**src/rtl/guard_pkg.sv**
```systemverilog
package guard_pkg;
  typedef struct packed {
    logic ce_n;
    logic oe_n;
    logic we_n;
    logic sup;
  } ctl_t;
  localparam ctl_t CTL_IDLE = '{ce_n: 1'b1, oe_n: 1'b1, we_n: 1'b1, sup: 1'b0};
endpackage

```
**src/rtl/guard_sync.sv**
```systemverilog
module guard_sync #(
  parameter int W      = 4,
  parameter int STAGES = 2,
  parameter logic [W-1:0] RST_VAL = '0
) (
  input  logic         clk_i,
  input  logic         rst_ni,
  input  logic [W-1:0] d_i,
  output logic [W-1:0] q_o
);
  logic [W-1:0] chain [STAGES];

  for (genvar s = 0; s < STAGES; s++) begin : g_stage
    always_ff @(posedge clk_i or negedge rst_ni) begin
      if (!rst_ni) chain[s] <= RST_VAL;
      else if (s == 0) chain[s] <= d_i;
      else chain[s] <= chain[(s == 0) ? 0 : s-1];
    end
  end

  assign q_o = chain[STAGES-1];
endmodule

```
**src/rtl/guard_lockout.sv**
```systemverilog
module guard_lockout #(
  parameter int LOCK_CYCLES = 1_000_000
) (
  input  logic clk_i,
  input  logic rst_ni,
  input  logic sup_i,
  output logic open_o
);
  localparam int CW = $clog2(LOCK_CYCLES + 1);
  localparam logic [CW-1:0] LIM = CW'(LOCK_CYCLES);

  logic [CW-1:0] cnt_q;

  always_ff @(posedge clk_i or negedge rst_ni) begin
    if (!rst_ni)          cnt_q <= '0;
    else if (!sup_i)      cnt_q <= '0;
    else if (cnt_q < LIM) cnt_q <= cnt_q + 1'b1;
  end

  assign open_o = sup_i && (cnt_q == LIM);

  p_cnt_bound_r6: assert property (@(posedge clk_i) disable iff (!rst_ni)
    cnt_q <= LIM);
  // supply loss restarts the window
  p_restart_r9: assert property (@(posedge clk_i) disable iff (!rst_ni)
    !sup_i |=> cnt_q == '0);
endmodule

```
**src/rtl/guard_qualify.sv**
```systemverilog
module guard_qualify
  import guard_pkg::*;
#(
  parameter int MIN_PULSE = 2,
  parameter int ADDR_W    = 19,
  parameter int DATA_W    = 8
) (
  input  logic              clk_i,
  input  logic              rst_ni,
  input  ctl_t              ctl_i,
  input  logic              open_i,
  input  logic [ADDR_W-1:0] addr_i,
  input  logic [DATA_W-1:0] data_i,
  output logic              wr_valid_o,
  output logic [ADDR_W-1:0] wr_addr_o,
  output logic [DATA_W-1:0] wr_data_o
);
  localparam int WCW = $clog2(MIN_PULSE + 1);
  localparam logic [WCW-1:0] WMAX = WCW'(MIN_PULSE);

  logic [WCW-1:0] wcnt_q;
  logic           taint_q;
  logic           wr_cond, accept;

  assign wr_cond = !ctl_i.ce_n && !ctl_i.we_n && ctl_i.oe_n;

  // a low period touched by lockout stays disqualified until it ends
  always_ff @(posedge clk_i or negedge rst_ni) begin
    if (!rst_ni) begin
      wcnt_q  <= '0;
      taint_q <= 1'b0;
    end else if (!wr_cond) begin
      wcnt_q  <= '0;
      taint_q <= 1'b0;
    end else if (!open_i) begin
      wcnt_q  <= '0;
      taint_q <= 1'b1;
    end else if (!taint_q && wcnt_q < WMAX) begin
      wcnt_q <= wcnt_q + 1'b1;
    end
  end

  assign accept = (wcnt_q == WMAX) && ctl_i.we_n && !ctl_i.ce_n && ctl_i.oe_n && open_i;

  always_ff @(posedge clk_i or negedge rst_ni) begin
    if (!rst_ni) begin
      wr_valid_o <= 1'b0;
      wr_addr_o  <= '0;
      wr_data_o  <= '0;
    end else begin
      wr_valid_o <= accept;
      if (accept) begin
        wr_addr_o <= addr_i;
        wr_data_o <= data_i;
      end
    end
  end

  p_one_cycle_r11: assert property (@(posedge clk_i) disable iff (!rst_ni)
    wr_valid_o |=> !wr_valid_o);
  p_legal_levels_r2: assert property (@(posedge clk_i) disable iff (!rst_ni)
    wr_valid_o |-> $past(!ctl_i.ce_n && ctl_i.oe_n && ctl_i.we_n));
  p_we_was_low_r5: assert property (@(posedge clk_i) disable iff (!rst_ni)
    wr_valid_o |-> $past(ctl_i.we_n, 2) == 1'b0);
  p_wcnt_bound_r5: assert property (@(posedge clk_i) disable iff (!rst_ni)
    wcnt_q <= WMAX);
endmodule

```
**src/rtl/cmd_write_guard.sv**
```systemverilog
module cmd_write_guard
  import guard_pkg::*;
#(
  parameter int ADDR_W      = 19,
  parameter int DATA_W      = 8,
  parameter int SYNC_STAGES = 2,
  parameter int MIN_PULSE   = 2,
  parameter int LOCK_CYCLES = 1_000_000
) (
  input  logic              clk_i,
  input  logic              rst_ni,
  input  logic              ce_ni,
  input  logic              oe_ni,
  input  logic              we_ni,
  input  logic [ADDR_W-1:0] addr_i,
  input  logic [DATA_W-1:0] data_i,
  input  logic              supply_ok_i,
  output logic              wr_valid_o,
  output logic [ADDR_W-1:0] wr_addr_o,
  output logic [DATA_W-1:0] wr_data_o,
  output logic              rd_oe_o
);
  localparam int CTL_W = $bits(ctl_t);

  ctl_t ctl_raw, ctl_s;
  logic open;

  assign ctl_raw = '{ce_n: ce_ni, oe_n: oe_ni, we_n: we_ni, sup: supply_ok_i};

  guard_sync #(.W(CTL_W), .STAGES(SYNC_STAGES), .RST_VAL(CTL_IDLE)) u_sync (
    .clk_i, .rst_ni, .d_i(ctl_raw), .q_o(ctl_s)
  );

  guard_lockout #(.LOCK_CYCLES(LOCK_CYCLES)) u_lock (
    .clk_i, .rst_ni, .sup_i(ctl_s.sup), .open_o(open)
  );

  guard_qualify #(.MIN_PULSE(MIN_PULSE), .ADDR_W(ADDR_W), .DATA_W(DATA_W)) u_qual (
    .clk_i, .rst_ni, .ctl_i(ctl_s), .open_i(open),
    .addr_i, .data_i, .wr_valid_o, .wr_addr_o, .wr_data_o
  );

  assign rd_oe_o = ctl_s.sup && !ctl_s.ce_n && !ctl_s.oe_n;

  p_locked_no_wr_r6: assert property (@(posedge clk_i) disable iff (!rst_ni)
    wr_valid_o |-> $past(open));
  p_sup_low_no_wr_r8: assert property (@(posedge clk_i) disable iff (!rst_ni)
    wr_valid_o |-> $past(ctl_s.sup));
  p_reset_idle_r1: assert property (@(posedge clk_i)
    !rst_ni |-> !wr_valid_o && !rd_oe_o);
endmodule

```
**config.mk**
```make
export PLATFORM = sky130hd
export DESIGN_NAME = cmd_write_guard
export DESIGN_NICKNAME = d
export VERILOG_FILES = /design/src/rtl/guard_pkg.sv /design/src/rtl/guard_sync.sv /design/src/rtl/guard_lockout.sv /design/src/rtl/guard_qualify.sv /design/src/rtl/cmd_write_guard.sv
export SDC_FILE = /design/constraint.sdc
export NUM_CORES = 1
export LEC_CHECK = 0
export BUFFER_PORTS_ARGS = -buffer_cell sky130_fd_sc_hd__buf_4
export CAP_MARGIN = 20
export CORE_MARGIN = 2
export CORE_UTILIZATION = 40
export CTS_BUF_LIST = sky130_fd_sc_hd__clkbuf_4 sky130_fd_sc_hd__clkbuf_8
export CTS_CLUSTER_SIZE = 40
export DETAILED_ROUTE_END_ITERATION = 10
export GPL_TIMING_DRIVEN = 0
export PLACE_DENSITY = 0.74
export REMOVE_ABC_BUFFERS = 1
export SYNTH_ARGS = -nofsm -noshare
export SYNTH_HDL_FRONTEND = slang
export SYNTH_HIERARCHICAL = 1
export SYNTH_SLANG_ARGS = --single-unit
```
**constraint.sdc**
```tcl
create_clock -name clk_i -period 1.9 [get_ports clk_i]
set_input_delay 0.19 -clock clk_i [delete_from_list [all_inputs] [get_ports clk_i]]
set_output_delay 0.19 -clock clk_i [all_outputs]
set_load 0.01 [all_outputs]
```
Yosys cells after proc, flatten, opt, wreduce, memory -nomap -nowiden. Index checks and enable logic that the tools add are counted.

Memories kept: 0. Bits in latches: 0. RAM bits: 0. Bits in read-only memories: 0. Output and inout bits: 29. Flip-flop bits (word level): 59.

Reduce and logical (&&, ||, !) cells: 14. Multipliers: 0. Shifts and indexed selects: 0. Order comparisons: 2. Bitwise logic cells: 0. Equality and inequality tests: 5. Muxes and demuxes: 7. $add $sub $neg: 2. Div/mod/pow operators: 0.

Operators with widths (number): $mux 20 (2); $add 20x1->20 const B (1); $eq 20x20->1 const B (1); $lt 20x20->1 const B (1); $logic_and 1x1->1 (10); $mux 2 (3); $logic_not 1->1 (4); $ne 3x3->1 const B (1); $add 2x1->2 const B (1); $eq 2x2->1 const B (1); $lt 2x2->1 const B (1); $mux 1 (2); $ne 2x1->1 const B (1); $ne 2x2->1 const B (1).

Depth between registers and ports, before layout.
Depth after elaboration: 5. Depth in mapped cells: 8. Depth with buffers taken out: 7.

Hierarchy. Netlist, hierarchy kept.

By module, submodules not included: guard_qualify (area each 1278.7 um^2, sequential area each 775.7 um^2, cells an instance 75, instances 1); guard_lockout (area each 1224.9 um^2, sequential area each 500.5 um^2, cells an instance 125, instances 1); guard_sync (area each 237.7 um^2, sequential area each 207.7 um^2, cells an instance 12, instances 1); cmd_write_guard (area each 12.5 um^2, sequential area each 0.0 um^2, cells an instance 1, instances 1).

Worst setup path before layout. No wires, ideal clock.

Path type: register to register. From: reg u_lock.cnt_q[0]. To: reg u_qual.wr_addr_o[6]. Slack: -0.059 ns. Cell stages (with the launch flop): 9. Arrival time: 1.834 ns. Library setup time: 0.125 ns. Required time: 1.775 ns. Period minus slack after synthesis: 1.959 ns. Cell sequence: dfrtp_1 inv_1 ha_1 nand4b_1 nor4_1 and4b_1 nand4_4 buf_6 mux2_4.

Longest elaborated chain between the ends: 3.

Ends and longest elaborated chain: from (decl) (RTL line guard_lockout.sv:12) `logic [CW-1:0] cnt_q;`; from (signal assigned) (RTL line guard_lockout.sv:17) `else if (cnt_q < LIM) cnt_q <= cnt_q + 1'b1;`; $eq 20x20->1 (RTL line guard_lockout.sv:20) `assign open_o = sup_i && (cnt_q == LIM);`; $logic_and 1x1->1 (RTL line guard_lockout.sv:20); named net open (RTL line cmd_write_guard.sv:26) `logic open;`; $logic_and 1x1->1 (RTL line guard_qualify.sv:43) `assign accept = (wcnt_q == WMAX) && ctl_i.we_n && !ctl_i.ce_n && ctl_i.oe_n && open_i;`; to (signal assigned) (RTL line guard_qualify.sv:53) `wr_addr_o <= addr_i;`; to (decl) (RTL line guard_qualify.sv:15) `output logic [ADDR_W-1:0] wr_addr_o,`.

The timed path passes the listed nets, and every way through them passes these cells. A chain may end at the register's enable or synchronous reset.

Worst setup path after layout.
From: reg u_lock.cnt_q[0]. To: reg u_qual.wr_addr_o[10].

Same word-level chain as after synthesis.

==> summary by stage <==
Yosys
The total of flip-flops plus latches after synthesis is 59. Each instance of the synthesized netlist takes up on average 12.93 µm². The number of synthesis warnings is 6.

After synthesis, the cell types taking the most area are sky130_fd_sc_hd__dfrtp_1, sky130_fd_sc_hd__mux2_4, sky130_fd_sc_hd__dfstp_2. Counting every instance in the synthesized netlist gives 213. The combined area of all synthesized cells is 0.002754 mm². Synthesis instantiated 40 different standard cells from the library. The portion of the post-synthesis area used by sequential elements is 0.5388. The share of the synthesized area in the top cell type is 0.4816.

The cell taking the most area after synthesis is sky130_fd_sc_hd__dfrtp_1.

Drt
The number of optimization iterations in the first detailed-route pass is 4. In this run the remaining antenna-violating nets after routing total 0. Wires add up to 5.820 mm.

The remaining routing DRC violations is 0. The routed wire length per instance is 15.28 µm. The via total after detailed routing is 1912. The first routing iteration left 92 violations. In the routed layout, each cell is associated on average with a via count of 5.018.

Layout
The antenna cell count is 0. The count of non-filler cells in the finished layout is 381. For this run, the post-layout net count is 332.

Of the cells placed in the final design, the portion with a size suffix greater than 1 is 0.4618. The area growth from synthesis to layout is 34.85%. The register area is 0.001488 mm². The layout has 551 filler cells.

The area taken by multi-input logic gates is 0.001217 mm². Measured on the finished design, the core utilization comes to 0.5527.

Power
The worst-case IR drop observed on VDD is 425.5 µV. The portion of total power attributed to the clock network is 0.447. Power spread over the standard cell area amounts to 770.3 mW/mm². Of the total power, the share spent switching nets is 0.2317.

The switching power total is 0.6627 mW. The proportion of power drawn by combinational gates is 0.086. The share of total power dissipated in sequential elements is 0.466. The leakage power figure is 1.873 nW. The internal portion of the total power is 2.198 mW.

Die
The die outline area is 0.007565 mm². The initial cell density of the core is 0.4099. The row count is 30. The region available for standard cell placement spans 0.006719 mm². The horizontal extent of the die is 86.98 µm. The vertical die dimension is 86.98 µm.

During I/O placement, the number of pins put on the boundary was 62.

Run
The number of max-cap violations is 0.

Timing
Clock skew on the completed layout was measured at 8.050 ps. The worst slew margin relative to its limit is 0.5057. The count of final hold-check violations is 0. The count of pins over their slew limit is 0. Setup repair after global routing could not meet its margin everywhere. Setup violations remaining at the end of the flow were counted as 24. The shortest clock period the worst path allows after layout is 1986 ps.

For this run, the top clock speed supported by timing is 503.5 MHz. Dividing the final minimum period by the clock period gives 1.045. The slew at the pin with the worst max-slew slack is 741.4 ps. After layout, the worst setup slack is -86.13 ps.

Placement
The worst slack after detailed placement is -1012 ps. The HPWL after detailed placement is 3.355 mm. The number of placed cells counting well taps is 344. At the end of routability-driven placement, the weighted congestion stood at 0.7468. The count of input and output buffers is 61.

Critical path
At the worst endpoint, the arrival time is 2210 ps. STA classifies the critical path startpoint as a register. The setup path with the least slack is of type reg -> reg.

The maximum fanout along the worst path is 6. The data required time of the worst path is 2130 ps. STA classifies the critical path endpoint as a register. Measured in cells, the most critical reg-to-reg path has a length of 9.

Clock network
The clock-pin slew reported for the worst setup and hold paths after clock tree synthesis is 70 ps. The maximum buffer depth of the clock tree is 2. The latest clock arrival within the worst-skew pair is 340 ps. The total clock buffers created by CTS is 9.

The root buffer cell chosen for the clock tree is sky130_fd_sc_hd__clkbuf_8. The number of clock sinks is 59. The H-tree was split into 3 levels. TritonCTS built the clock tree.

Global routing
The global routing usage on met2 is 0.2727. The number of global-route vias before repair was 1986. The combined global-route utilization of all metal layers is 0.1680. The most heavily used metal layer in global routing is met2.

The initial antenna violation count is 0. For met3 alone, demand over resource in global routing was 0.04739. The global-route wire length before repair is 9.618 mm.

The largest net degree at the start of global routing is 60. For this run, global-route usage on met1 was measured as 0.2067. The total overflow reported by the global router is 0.

Run status
The final reports fail on negative setup slack. The run finished, with violations left.

Hold path
The worst hold path passes through 2 cells. The worst hold path belongs to the class in -> reg.
## stage by stage
stage	setup TNS, ps	area [µm²]	total power, mW	hold slack [ps]
5_1_grt	-3916	3714	2.974	63.63
4_1_cts	-485.0	3712	2.892	61.28
3_3_place_gp	-25640	3243	1.566	299.2
3_5_place_dp	-27980	3243	1.572	299.4
2_1_floorplan	-11990	2685	1.434	-105.6
6_report	-1142	3714	2.861	77.62
## critical path, stage by stage, from the launching register on
cell	delay, ps
sky130_fd_sc_hd__dfrtp_1	400
sky130_fd_sc_hd__inv_2	80
sky130_fd_sc_hd__ha_4	120
sky130_fd_sc_hd__nand4b_1	90
sky130_fd_sc_hd__nor4_1	160
sky130_fd_sc_hd__and4b_2	330
sky130_fd_sc_hd__buf_6	130
sky130_fd_sc_hd__nand4_4	100
sky130_fd_sc_hd__buf_8	170
sky130_fd_sc_hd__mux2_4	290
## final cells by class
cell class | instances | area share
multi-input cells | 140 | 0.3278
flip-flops and latches | 59 | 0.4006
inverters | 5 | 0.005054
clock buffers | 9 | 0.03336
repair buffers | 81 | 0.1792
well taps | 80 | 0.02695
clock inverters | 7 | 0.02695
## metal layers
layer  wire length, µm  share of wire
met5                 0              0
met4               137          0.024
met3               182          0.031
met2              2969           0.51
met1              2529           0.43
## final timing paths
path,startpoint,end,slack [ps]
min,data_i[1],u_qual/wr_data_o[1],80
min in group asynchronous,rst_ni,u_lock/cnt_q[19],440
max reg2reg,u_lock/cnt_q[0],u_qual/wr_addr_o[10],-90
max in group asynchronous,rst_ni,u_sync/q_o[0],880
min reg2reg,u_sync/chain[4],u_sync/q_o[0],350
max,u_lock/cnt_q[0],u_qual/wr_addr_o[10],-90
## synthesized netlist by cell type, drive strengths merged
| cell type | n |
|---|---|
| dfrtp | 53 |
| mux2 | 27 |
| nand2 | 22 |
| mux2i | 10 |
| nand2b | 10 |
| and2 | 9 |
| nor2 | 8 |
| buf | 7 |
| nand3 | 7 |
| xor2 | 7 |
| dfstp | 6 |
| and3 | 5 |
| inv | 5 |
| and4 | 4 |
| a211oi | 3 |
| a21boi | 3 |
| a21oi | 3 |
| clkbuf | 3 |
| ha | 3 |
| nand4 | 3 |
| nor4 | 3 |
| nor2b | 2 |
| nor3b | 2 |
| xnor2 | 2 |
| a2111oi | 1 |
| a31oi | 1 |
| and4b | 1 |
| nand3b | 1 |
| nand4b | 1 |
| o31ai | 1 |
## sequential cells by signal, summed over array words and instances, names as in the netlist
signal	count
u_qual/wr_data_o	8
u_qual/taint_q	1
u_qual/wcnt_q	2
u_sync/q_o	4
u_lock/cnt_q	20
u_qual/wr_valid_o	1
u_sync/chain	4
u_qual/wr_addr_o	19
## cell families after synthesis
family,Yosys count,share of synthesized area
multiplexers,37,0.1727
adder cells (fa/ha/maj),3,0.01363
buffers and inverters,15,0.03180
AND/OR/NAND/NOR,78,0.1731
AO/OA/AOI/OAI,12,0.04135
XOR/XNOR,9,0.02862
flip-flops,59,0.5388
## cell usage in the layout, fill, tap and decap left out, drive strengths merged
cell type	count
and4	4
nor4	3
nor2b	2
dlygate4sd3	5
nand2	22
and4b	1
xnor2	2
inv	6
buf	75
a2111oi	1
dfrtp	53
bufinv	2
nand2b	10
nor3b	2
a31oi	1
nand4	4
a21oi	3
nor2	8
a21boi	3
a211oi	3
clkbuf	10
nand3	7
and2	9
ha	3
nand4b	1
dfstp	6
mux2	27
o31ai	1
clkinv	4
xor2	7
and3	5
nand3b	1
mux2i	10
## power groups by stage
stage                     logic, mW  registers, mW  clock network, mW
after floorplan              0.0624           1.37                  0
after global placement        0.203           1.36                  0
after detailed placement      0.208           1.36                  0
after CTS                     0.248           1.33               1.31
after global routing          0.270           1.34               1.36
final                         0.247           1.33               1.28
## timing repair
| action | CTS | global route |
|---|---|---|
| gates cloned | 2 | 0 |
| setup endpoints to repair | 32 | 32 |
| endpoints found under the hold margin | 57 | 0 |
| buffers inserted | 14 | 0 |
| hold buffers | 5 | 0 |
| resized for setup | 12 | 3 |
| pin swaps | 7 | 2 |
Power figures use the tool's default switching activity.
